**config.mk**
```make
export PLATFORM = sky130hd
export DESIGN_NAME = dac_load_ctrl
export DESIGN_NICKNAME = d
export VERILOG_FILES = /design/src/rtl/dac_load_pkg.sv /design/src/rtl/period_timer.sv /design/src/rtl/frame_shifter.sv /design/src/rtl/dac_load_ctrl.sv
export SDC_FILE = /design/constraint.sdc
export NUM_CORES = 1
export LEC_CHECK = 0
export BUFFER_PORTS_ARGS = -buffer_cell sky130_fd_sc_hd__buf_4
export CORE_UTILIZATION = 45
export CTS_CLUSTER_SIZE = 10
export DETAILED_ROUTE_END_ITERATION = 8
export PLACE_DENSITY = 0.66
export SYNTH_ARGS = -nofsm -noshare
export SYNTH_HDL_FRONTEND = slang
export SYNTH_SLANG_ARGS = --single-unit
export TNS_END_PERCENT = 10
```
**constraint.sdc**
```tcl
create_clock -name clk_i -period 5.09 [get_ports clk_i]
set_clock_uncertainty 0.2 [all_clocks]
set_input_delay 1.2725 -clock clk_i [delete_from_list [all_inputs] [get_ports clk_i]]
set_output_delay 1.2725 -clock clk_i [all_outputs]
set_load 0.005 [all_outputs]
```
**src/rtl/dac_load_pkg.sv**
```systemverilog
package dac_load_pkg;
  typedef enum logic [2:0] {
    ST_IDLE,
    ST_RST_LO,
    ST_RST_GAP,
    ST_SHIFT,
    ST_GAP
  } state_e;
endpackage

```
**src/rtl/period_timer.sv**
```systemverilog
module period_timer #(
  parameter int CLK_DIV = 32
) (
  input  logic clk_i,
  input  logic rst_ni,
  input  logic run_i,
  output logic wrap_o,
  output logic high_o
);
  localparam int CNT_W = $clog2(CLK_DIV);
  localparam int HALF  = CLK_DIV / 2;

  logic [CNT_W-1:0] cnt_q;

  always_ff @(posedge clk_i or negedge rst_ni) begin
    if (!rst_ni)     cnt_q <= '0;
    else if (!run_i) cnt_q <= '0;
    else if (wrap_o) cnt_q <= '0;
    else             cnt_q <= cnt_q + 1'b1;
  end

  assign wrap_o = run_i && (cnt_q == CNT_W'(CLK_DIV - 1));
  assign high_o = run_i && (cnt_q >= CNT_W'(HALF));
endmodule

```
**src/rtl/frame_shifter.sv**
```systemverilog
module frame_shifter #(
  parameter int FRAME_W = 16
) (
  input  logic               clk_i,
  input  logic               rst_ni,
  input  logic               load_i,
  input  logic [FRAME_W-1:0] word_i,
  input  logic               shift_i,
  output logic               msb_o,
  output logic               last_o
);
  localparam int BC_W = $clog2(FRAME_W);

  logic [FRAME_W-1:0] sr_q;
  logic [BC_W-1:0]    bc_q;

  always_ff @(posedge clk_i or negedge rst_ni) begin
    if (!rst_ni) begin
      sr_q <= '0;
      bc_q <= '0;
    end else if (load_i) begin
      sr_q <= word_i;
      bc_q <= '0;
    end else if (shift_i) begin
      sr_q <= {sr_q[FRAME_W-2:0], 1'b0};
      bc_q <= bc_q + 1'b1;
    end
  end

  assign msb_o  = sr_q[FRAME_W-1];
  assign last_o = (bc_q == BC_W'(FRAME_W - 1));
endmodule

```
**src/rtl/dac_load_ctrl.sv**
```systemverilog
module dac_load_ctrl #(
  parameter int CLK_DIV = 32,
  parameter int ADDR_W  = 3,
  parameter int DATA_W  = 8
) (
  input  logic              clk_i,
  input  logic              rst_ni,
  input  logic              req_i,
  input  logic [ADDR_W-1:0] addr_i,
  input  logic [DATA_W-1:0] data_i,
  input  logic              rst_first_i,
  output logic              sclk_o,
  output logic              sdi_o,
  output logic              cs_n_o,
  output logic              rs_n_o,
  output logic              shdn_n_o,
  output logic              busy_o,
  output logic              done_o
);
  import dac_load_pkg::*;

  localparam int FRAME_W = 2 * DATA_W;
  localparam int PAD_W   = DATA_W - ADDR_W;

  state_e state_q, state_d;
  logic   done_q;
  logic   wrap, high, msb, last;
  logic   accept, load, shift;

  assign accept = (state_q == ST_IDLE) && req_i;
  assign load   = accept;
  assign shift  = (state_q == ST_SHIFT) && wrap && !last;

  period_timer #(.CLK_DIV(CLK_DIV)) u_timer (
    .clk_i  (clk_i),
    .rst_ni (rst_ni),
    .run_i  (state_q != ST_IDLE),
    .wrap_o (wrap),
    .high_o (high)
  );

  frame_shifter #(.FRAME_W(FRAME_W)) u_shifter (
    .clk_i   (clk_i),
    .rst_ni  (rst_ni),
    .load_i  (load),
    .word_i  ({{PAD_W{1'b0}}, addr_i, data_i}),
    .shift_i (shift),
    .msb_o   (msb),
    .last_o  (last)
  );

  always_comb begin
    state_d = state_q;
    unique case (state_q)
      ST_IDLE:    if (req_i) state_d = rst_first_i ? ST_RST_LO : ST_SHIFT;
      ST_RST_LO:  if (wrap)  state_d = ST_RST_GAP;
      ST_RST_GAP: if (wrap)  state_d = ST_SHIFT;
      ST_SHIFT:   if (wrap && last) state_d = ST_GAP;
      ST_GAP:     if (wrap)  state_d = ST_IDLE;
      default:               state_d = ST_IDLE;
    endcase
  end

  always_ff @(posedge clk_i or negedge rst_ni) begin
    if (!rst_ni) begin
      state_q <= ST_IDLE;
      done_q  <= 1'b0;
    end else begin
      state_q <= state_d;
      done_q  <= (state_q == ST_SHIFT) && wrap && last;
    end
  end

  assign cs_n_o   = (state_q != ST_SHIFT);
  assign rs_n_o   = (state_q != ST_RST_LO);
  assign sclk_o   = (state_q == ST_SHIFT) && high;
  assign sdi_o    = (state_q == ST_SHIFT) && msb;
  assign shdn_n_o = 1'b1;
  assign busy_o   = (state_q != ST_IDLE);
  assign done_o   = done_q;
endmodule

```
# [After elaboration in Yosys (flattened, before gate mapping)]
# Index checks and enable logic that the tools add are counted.
[op_classes] n_eq_ne=13 n_reduce_logical=14 add_sub_neg=2 magnitude_cmp=1 muxes=13
[ops] cell="$mux 16" count=2
[ops] cell="$mux 3" count=5
[ops] cell="$pmux 3 s5" count=1
[ops] cell="$mux 5" count=2
[ops] cell="$ne 2x2->1 const B" count=5
[ops] cell="$logic_and 1x1->1" count=9
[ops] cell="$mux 4" count=2
[ops] cell="$eq 3x2->1 const B" count=2
[ops] cell="$add 5x1->5 const B" count=1
[ops] cell="$eq 5x5->1 const B" count=1
[ops] cell="$ge 5x5->1 const B" count=1
[ops] cell="$reduce_and 5->1" count=1
[ops] cell="$add 4x1->4 const B" count=1
[ops] cell="$eq 4x4->1 const B" count=1
[ops] cell="$eq 3x1->1 const B" count=1
[ops] cell="$eq 3x3->1 const B" count=1
[ops] cell="$logic_not 3->1" count=1
[ops] cell="$ne 3x1->1 const B" count=1
[ops] cell="$ne 3x2->1 const B" count=1
[ops] cell="$reduce_bool 3->1" count=1
[ops] cell="$mux 2" count=1
[ops] cell="$reduce_bool 2->1" count=1
[ops] cell="$logic_not 1->1" count=1
[word_totals] reg_bits=29 in_bits=15 out_inout_bits=7 elab_cells=48

# [Depth between registers and ports, before layout]
# Gate-level depths: netlist (run 1).
[logic_depth] depth_word=6 ltp_mapped=8 mapped_depth_nobuf=6

# [By module]
# From an unflattened synthesis (run 1), not the netlist that was laid out.
[hier_totals] cells_unflattened=140 area_unflattened_um2=1455.1
[by_module_without_submodules] mod="frame_shifter" cells_per_inst=87 n_inst=1 seq_area_each_um2=500.5 area_per_inst_um2=940.9
[by_module_without_submodules] mod="dac_load_ctrl" cells_per_inst=31 n_inst=1 seq_area_each_um2=100.1 area_per_inst_um2=272.8
[by_module_without_submodules] mod="period_timer" cells_per_inst=22 n_inst=1 seq_area_each_um2=125.1 area_per_inst_um2=241.5

# [Worst setup path before layout (run 1)]
# No wires, ideal clock.
[synth_path] kind="register to output" start="register state_q[0]" end="output port busy_o" arrival_ns=1.017 path_stages_with_launch=3 path_slack_ns=2.600 t_required_ns=3.618 n_path_buf=1 cell_sequence="dfrtp_1 -> buf_2 -> or3_2"
[synth_via] elab_chain_len=1
[synth_lines] element="start: declaration" line="dac_load_ctrl.sv:25" rtl="state_e state_q, state_d;"
[synth_lines] element="start signal: assignment" line="dac_load_ctrl.sv:69" rtl="state_q <= state_d;"
[synth_lines] element="$reduce_bool 3->1" line="dac_load_ctrl.sv:79" rtl="assign busy_o = (state_q != ST_IDLE);"
[synth_lines] element="end: declaration" line="dac_load_ctrl.sv:17" rtl="output logic busy_o,"
# Every way passes these cells.

# [Worst setup path in the final report (run 1)]
# Ends and elaborated chain as after synthesis.

==> flow_metrics.tcl, run 1 <==
set metrics [dict create \
    tightest_slew_ps 713.7 \
    yosys_most_used_dff "dfrtp_1" \
    die_w_um 58.25 \
    avgSynthCellArea_um2 10.47 \
    min_path_type "register to register" \
    cts_num_sinks 29 \
    rsz0062_at_grt "no" \
    vias_per_cell 5.594 \
    areaGrowthSynthToFinish_pct 13.71 \
    crit_path_end_kind "output port" \
    grt_pass1_wl_um 4719 \
    switchingPower_w 0.0001046 \
    multiInputGateArea_um2 603.1 \
    cts_tree "yes" \
    synthTopCellsByArea "dfrtp_1, and3_1, a221o_1" \
    holdCritStartpoint "u_timer.cnt_q[0]" \
    final_common_cell "dfrtp_1" \
    mostFrequentLayoutCells "dfrtp_1, buf_4, nand3_1" \
    cts.path.max_buffers 2 \
    syn-num-nets 154 \
    cts_hold_buf 0 \
    worstReg2RegStart "u_timer.cnt_q[0]" \
    syn_area_um2 1424 \
    tns_ps 0 \
    cts_buffers 5 \
    regArea_um2 725.7 \
    port_buffers 20 \
    dr_total_vias 1102 \
    diodes 0 \
    ant_nets 0 \
    min_period_ps 3042 \
    first_global_vias 1046 \
    setup_violations 0 \
    worst_skew_pair.late_latency_ps 330 \
    synthArstFlopShare 1.000 \
    dp_hpwl_um 1828 \
    synth-seq-area-share 0.5097 \
    final_area_um2 1619 \
    wl_per_cell_um 14.00 \
    synth_area_leader_cell "dfrtp_1" \
    path_delay_family "simple AND/OR/NAND/NOR gates" \
    timing.slew.headroom 0.5222 \
    drtIter0Drc 35 \
    drc 0 \
    routed_wl_um 2758 \
    io_pins 22 \
    grt_overflow 0 \
    die_y_um 58.25 \
    powerDensity_nw_per_um2 272.6 \
    cts_setup_buffers 0 \
    p_clk_frac 0.372 \
    switching_share 0.2369 \
    power.share.sequential 0.561 \
    drtPass1Iterations 4 \
    rows 20 \
    clock_tree.htree_level_count 2 \
    path_class "register to output port" \
    grt_max_degree 30 \
    start_kind "register" \
    critPathBufInv 1 \
    placed_area_um2 1549 \
    finalHoldViolCount 0 \
    synth_warnings 0 \
    synth.top_cell.area_share 0.5097 \
    cts-root-buf "clkbuf_4" \
    critPathSlowestCell "or3_2" \
    dieArea_um2 3393 \
    ff2ff_setup_slack_ps 2630 \
    arrival_ps 1570 \
    fmax_mhz 328.7 \
    crit_fanout 12 \
    antenna_found_initial 0 \
    synth-edff-count 0 \
    coreArea_um2 3028 \
    r2r_end "u_shifter.sr_q[7]" \
    n_fill_cell 285 \
    syn_inst 136 \
    ir_worst_vdd_mv 0.1350 \
    yosysUniqueCellTypes 35 \
    cts_resized 0 \
    cp.required_ps 3620 \
    finalWeightedCongestion 0.7125 \
    status "finished, final reports clean" \
    internal_power_w 0.0003368 \
    initial_core_util 0.4702 \
    nets 170 \
    synth-seq-cells 29 \
    clkSlewWorstSetupHoldPaths_ps 90 \
    slew_violations 0 \
    fin_crit_sh 0.5977 \
    r2r_cells 6 \
    hold_depth 1 \
    maxCapViolations 0 \
    gr-usage-all-layers 0.1898 \
    drive_above_1_share 0.2222 \
    hold-path-endpoint "u_timer.cnt_q[0]" \
    max_stage_delay_ps 550 \
    combPwrFrac 0.067 \
    crit_chain "or3_2 -> buf_4" \
    p_leak_nw 0.7441 \
]
==> kinds of logic (layout without fill, tap and decap cells) <==
group / count (synthesis) / in the layout / synth area share
AND/OR/NAND/NOR: 54 / 54 / 0.2197
flip-flops: 29 / 29 / 0.5097
multiplexers: 1 / 1 / 0.007030
XOR/XNOR: 2 / 2 / 0.01230
buffers and inverters: 15 / 32 / 0.06678
other: 1 / 1 / 0.002634
adder cells (fa/ha/maj): 3 / 3 / 0.02636
AO/OA/AOI/OAI: 31 / 31 / 0.1555
==> sequential cells by signal (all words and copies together), names as in the netlist <==
register	flops
done_o	1
state_q	3
u_shifter.bc_q	4
u_shifter.sr_q	16
u_timer.cnt_q	5
==> worst register-to-register path, delay by kind of cell, from the launching register on <==
kind                       cells  cell delay, ps
adders and majority gates      2             420
and+or+nand+nor                2             780
DFF                            1             380
AOI/OAI and AO/OA              2             570
==> layer usage <==
metal	vias up	routed length (µm)	GRT usage
met2	32	1301	0.2906
met1	539	1269	0.2421
met4	0	44	0.07143
li1	526	-	-
met3	5	142	0.07589
met5	-	0	0
==> power groups by stage <==
stage | clock [W] | combinational (W) | sequential [W]
2_1_floorplan | 0 | 0.0000156 | 0.000249
4_1_cts | 0.000168 | 0.0000303 | 0.000248
3_3_place_gp | 0 | 0.0000297 | 0.000252
6_report | 0.000164 | 0.0000297 | 0.000248
3_5_place_dp | 0 | 0.0000304 | 0.000252
5_1_grt | 0.000180 | 0.0000335 | 0.000249
==> cell usage after synthesis, types with 2 or more instances <==
| cell type | number |
|---|---|
| nand3_1 | 12 |
| nor3_1 | 4 |
| nand2_1 | 9 |
| inv_1 | 4 |
| and4b_1 | 2 |
| dfrtp_1 | 29 |
| ha_1 | 3 |
| buf_6 | 3 |
| buf_2 | 4 |
| a221o_1 | 6 |
| nor2_1 | 8 |
| buf_4 | 3 |
| o32ai_1 | 2 |
| o21ai_0 | 8 |
| and2_1 | 2 |
| a21oi_1 | 8 |
| o221a_1 | 2 |
| and3_1 | 10 |
==> how the worst max path moves through the flow <==
stage	startpoint	end	cells after the start
floorplan	state_q[0]	busy_o	2
global placement	req_i	u_shifter.sr_q[5]	4
detailed placement	req_i	u_shifter.sr_q[10]	4
CTS	state_q[0]	busy_o	2
global route	state_q[0]	busy_o	2
finish	state_q[0]	busy_o	2
==> cell type report <==
cell class                 instances  area share
multi-input combinational         92      0.3725
timing repair buffer              20     0.09274
sequential                        29      0.4482
clock buffer                       7     0.04019
clock inverter                     1    0.003091
inverter                           4    0.009274
tap                               44     0.03400
==> stage by stage <==
stage / std cells / hold WS, ps / utilization / total power, W / setup slack (ps)
2_1_floorplan: 136 / 231.1 / - / 0.0002647 / 2600
3_3_place_gp: 189 / 247.7 / 0.5116 / 0.0002814 / 2314
3_5_place_dp: 189 / 261.4 / 0.5116 / 0.0002822 / 2238
4_1_cts: 197 / 273.3 / 0.5347 / 0.0004455 / 2052
5_1_grt: 197 / 321.5 / 0.5347 / 0.0004623 / 1990
6_report: 197 / 264.9 / 0.5347 / 0.0004414 / 2048
Note: power is estimated with default switching activity, not from simulation.
==> run 2: changes to the inputs <==
- clock period: 5.09 -> 3.2 ns (I/O delays scaled with it)
==> flow_metrics.tcl, run 2 (same netlist as run 1, synthesis figures left out) <==
set metrics [dict create \
    ant_nets 0 \
    slew_violations 0 \
    setup_violations 0 \
    p_leak_nw 0.7397 \
    crit_path_end_kind "output port" \
    die_y_um 58.25 \
    dr_total_vias 1081 \
    stdcell_count 197 \
    worst_skew_pair.late_latency_ps 330 \
    cts_resized 0 \
    cts_tree "yes" \
    largest_reg_flops 16 \
    routed_wl_um 2866 \
    switching_share 0.2326 \
    critPathBufInv 1 \
    drc 0 \
    timing.slew.headroom 0.5546 \
    routed-wl-met3_um 160 \
    cts.path.max_buffers 2 \
    power_w 0.0006672 \
    finalWeightedCongestion 0.7910 \
    max_stage_delay_ps 560 \
    switchingPower_w 0.0001552 \
    ir_worst_vdd_mv 0.2127 \
    areaGrowthSynthToFinish_pct 13.18 \
    top_layer "met4" \
    port_buffers 20 \
    diodes 0 \
    initial_core_util 0.4702 \
    n_fill_cell 270 \
    routed-wl-met2_um 1272 \
    crit_fanout 12 \
    vias_per_cell 5.487 \
    fin_crit_sh 0.8051 \
    io_pins 22 \
    final_common_cell "dfrtp_1" \
    grt_pass1_wl_um 4850 \
    clkSlewWorstSetupHoldPaths_ps 80 \
    grt_overflow 0 \
    power.share.sequential 0.591 \
    finalHoldViolCount 0 \
    antenna_found_initial 0 \
    cts-root-buf "clkbuf_4" \
    maxCapViolations 0 \
    drtPass1Iterations 5 \
    tns_ps 0 \
    internal_power_w 0.0005120 \
    rows 20 \
    gr-usage-all-layers 0.1987 \
    drtIter0Drc 40 \
    status "finished, final reports clean" \
    arrival_ps 1580 \
    path_class "register to output port" \
    powerDensity_nw_per_um2 414.0 \
    cts_num_sinks 29 \
    placed_cells 190 \
    critPathSlowestCell "or3_2" \
    path_delay_family "simple AND/OR/NAND/NOR gates" \
    hold_slack_ps 168.9 \
    wl_met1_um 1376 \
    clock_tree.htree_level_count 2 \
    min_path_type "primary input to asynchronous set/reset pin" \
    dp_hpwl_um 1922 \
    drive_above_1_share 0.2157 \
    top_regs "u_shifter.sr_q: 16 flops, u_timer.cnt_q: 5 flops, u_shifter.bc_q: 4 flops" \
    nets 171 \
    start_kind "register" \
    die_w_um 58.25 \
    wl_per_cell_um 14.55 \
    grt_max_degree 30 \
    cts_buffers 5 \
    coreArea_um2 3028 \
    first_global_vias 1071 \
    fmax_mhz 388.1 \
    min_period_ps 2576 \
    dieArea_um2 3393 \
    p_clk_frac 0.337 \
    mostFrequentLayoutCells "dfrtp_1, buf_4, nand3_1" \
    crit_chain "or3_2 -> buf_4" \
    cts_hold_buf 0 \
    tightest_slew_ps 666.2 \
    combPwrFrac 0.072 \
    cp.required_ps 2200 \
    regMostFlops "u_shifter.sr_q" \
    cts_setup_buffers 0 \
    rsz0062_at_grt "no" \
]
[run 2: cell types whose count changed in the layout (fill, tap and decap cells not counted)]
cell / change
clkinv_2: -1
buf_4: +1
clkbuf_8: -1
clkbuf_1: +1
[run 2: worst reg2reg max path, cell delays in order, from the launching register on]
cell	delay (ps)
dfrtp_1	380
ha_1	190
and3_1	170
ha_1	220
and4b_1	600
a21oi_2	230
a221o_1	350
[run 2: metrics by stage]
step,cell area (µm²),utilization,setup WS [ps]
final,1612,0.5322,623.6
after floorplan,1424,-,1159
after global placement,1556,0.5141,910.1
after global routing,1612,0.5322,553.2
after detailed placement,1556,0.5141,793.3
after CTS,1612,0.5322,610.4
[run 2: power by group through the flow]
| stage | Sequential [W] | Clock, W | Combinational, W |
|---|---|---|---|
| 6_report | 0.000394 | 0.000225 | 0.0000478 |
| 2_1_floorplan | 0.000396 | 0 | 0.0000248 |
| 3_3_place_gp | 0.000401 | 0 | 0.0000470 |
| 4_1_cts | 0.000394 | 0.000234 | 0.0000488 |
| 5_1_grt | 0.000397 | 0.000251 | 0.0000540 |
| 3_5_place_dp | 0.000401 | 0 | 0.0000488 |
[run 2: final timing paths]
check	slack, ps	endpoint	from	cells past startpoint
max	620	busy_o	state_q[0]	2
min	170	done_o	rst_ni	1
max reg2reg	770	u_shifter.sr_q[8]	u_timer.cnt_q[0]	6
min reg2reg	270	u_timer.cnt_q[0]	u_timer.cnt_q[0]	1
max in group asynchronous	2360	state_q[1]	rst_ni	1
min in group clk_i	270	u_timer.cnt_q[0]	u_timer.cnt_q[0]	1
[run 2: per-layer routing]
| layer | GRT usage | up-vias |
|---|---|---|
| li1 | - | 527 |
| met1 | 0.2584 | 519 |
| met2 | 0.2874 | 29 |
| met3 | 0.07813 | 6 |
| met4 | 0.1020 | 0 |
| met5 | 0 | - |
[run 2: layout make-up]
| cell class | instances | area [µm²] | share of cell area |
|---|---|---|---|
| Sequential cell | 29 | 725.7 | 0.4503 |
| Multi-Input combinational cell | 92 | 603.1 | 0.3742 |
| Timing Repair Buffer | 21 | 157.7 | 0.09783 |
| Clock buffer | 7 | 55.05 | 0.03416 |
| Tap cell | 44 | 55.05 | 0.03416 |
| Inverter | 4 | 15.01 | 0.009317 |
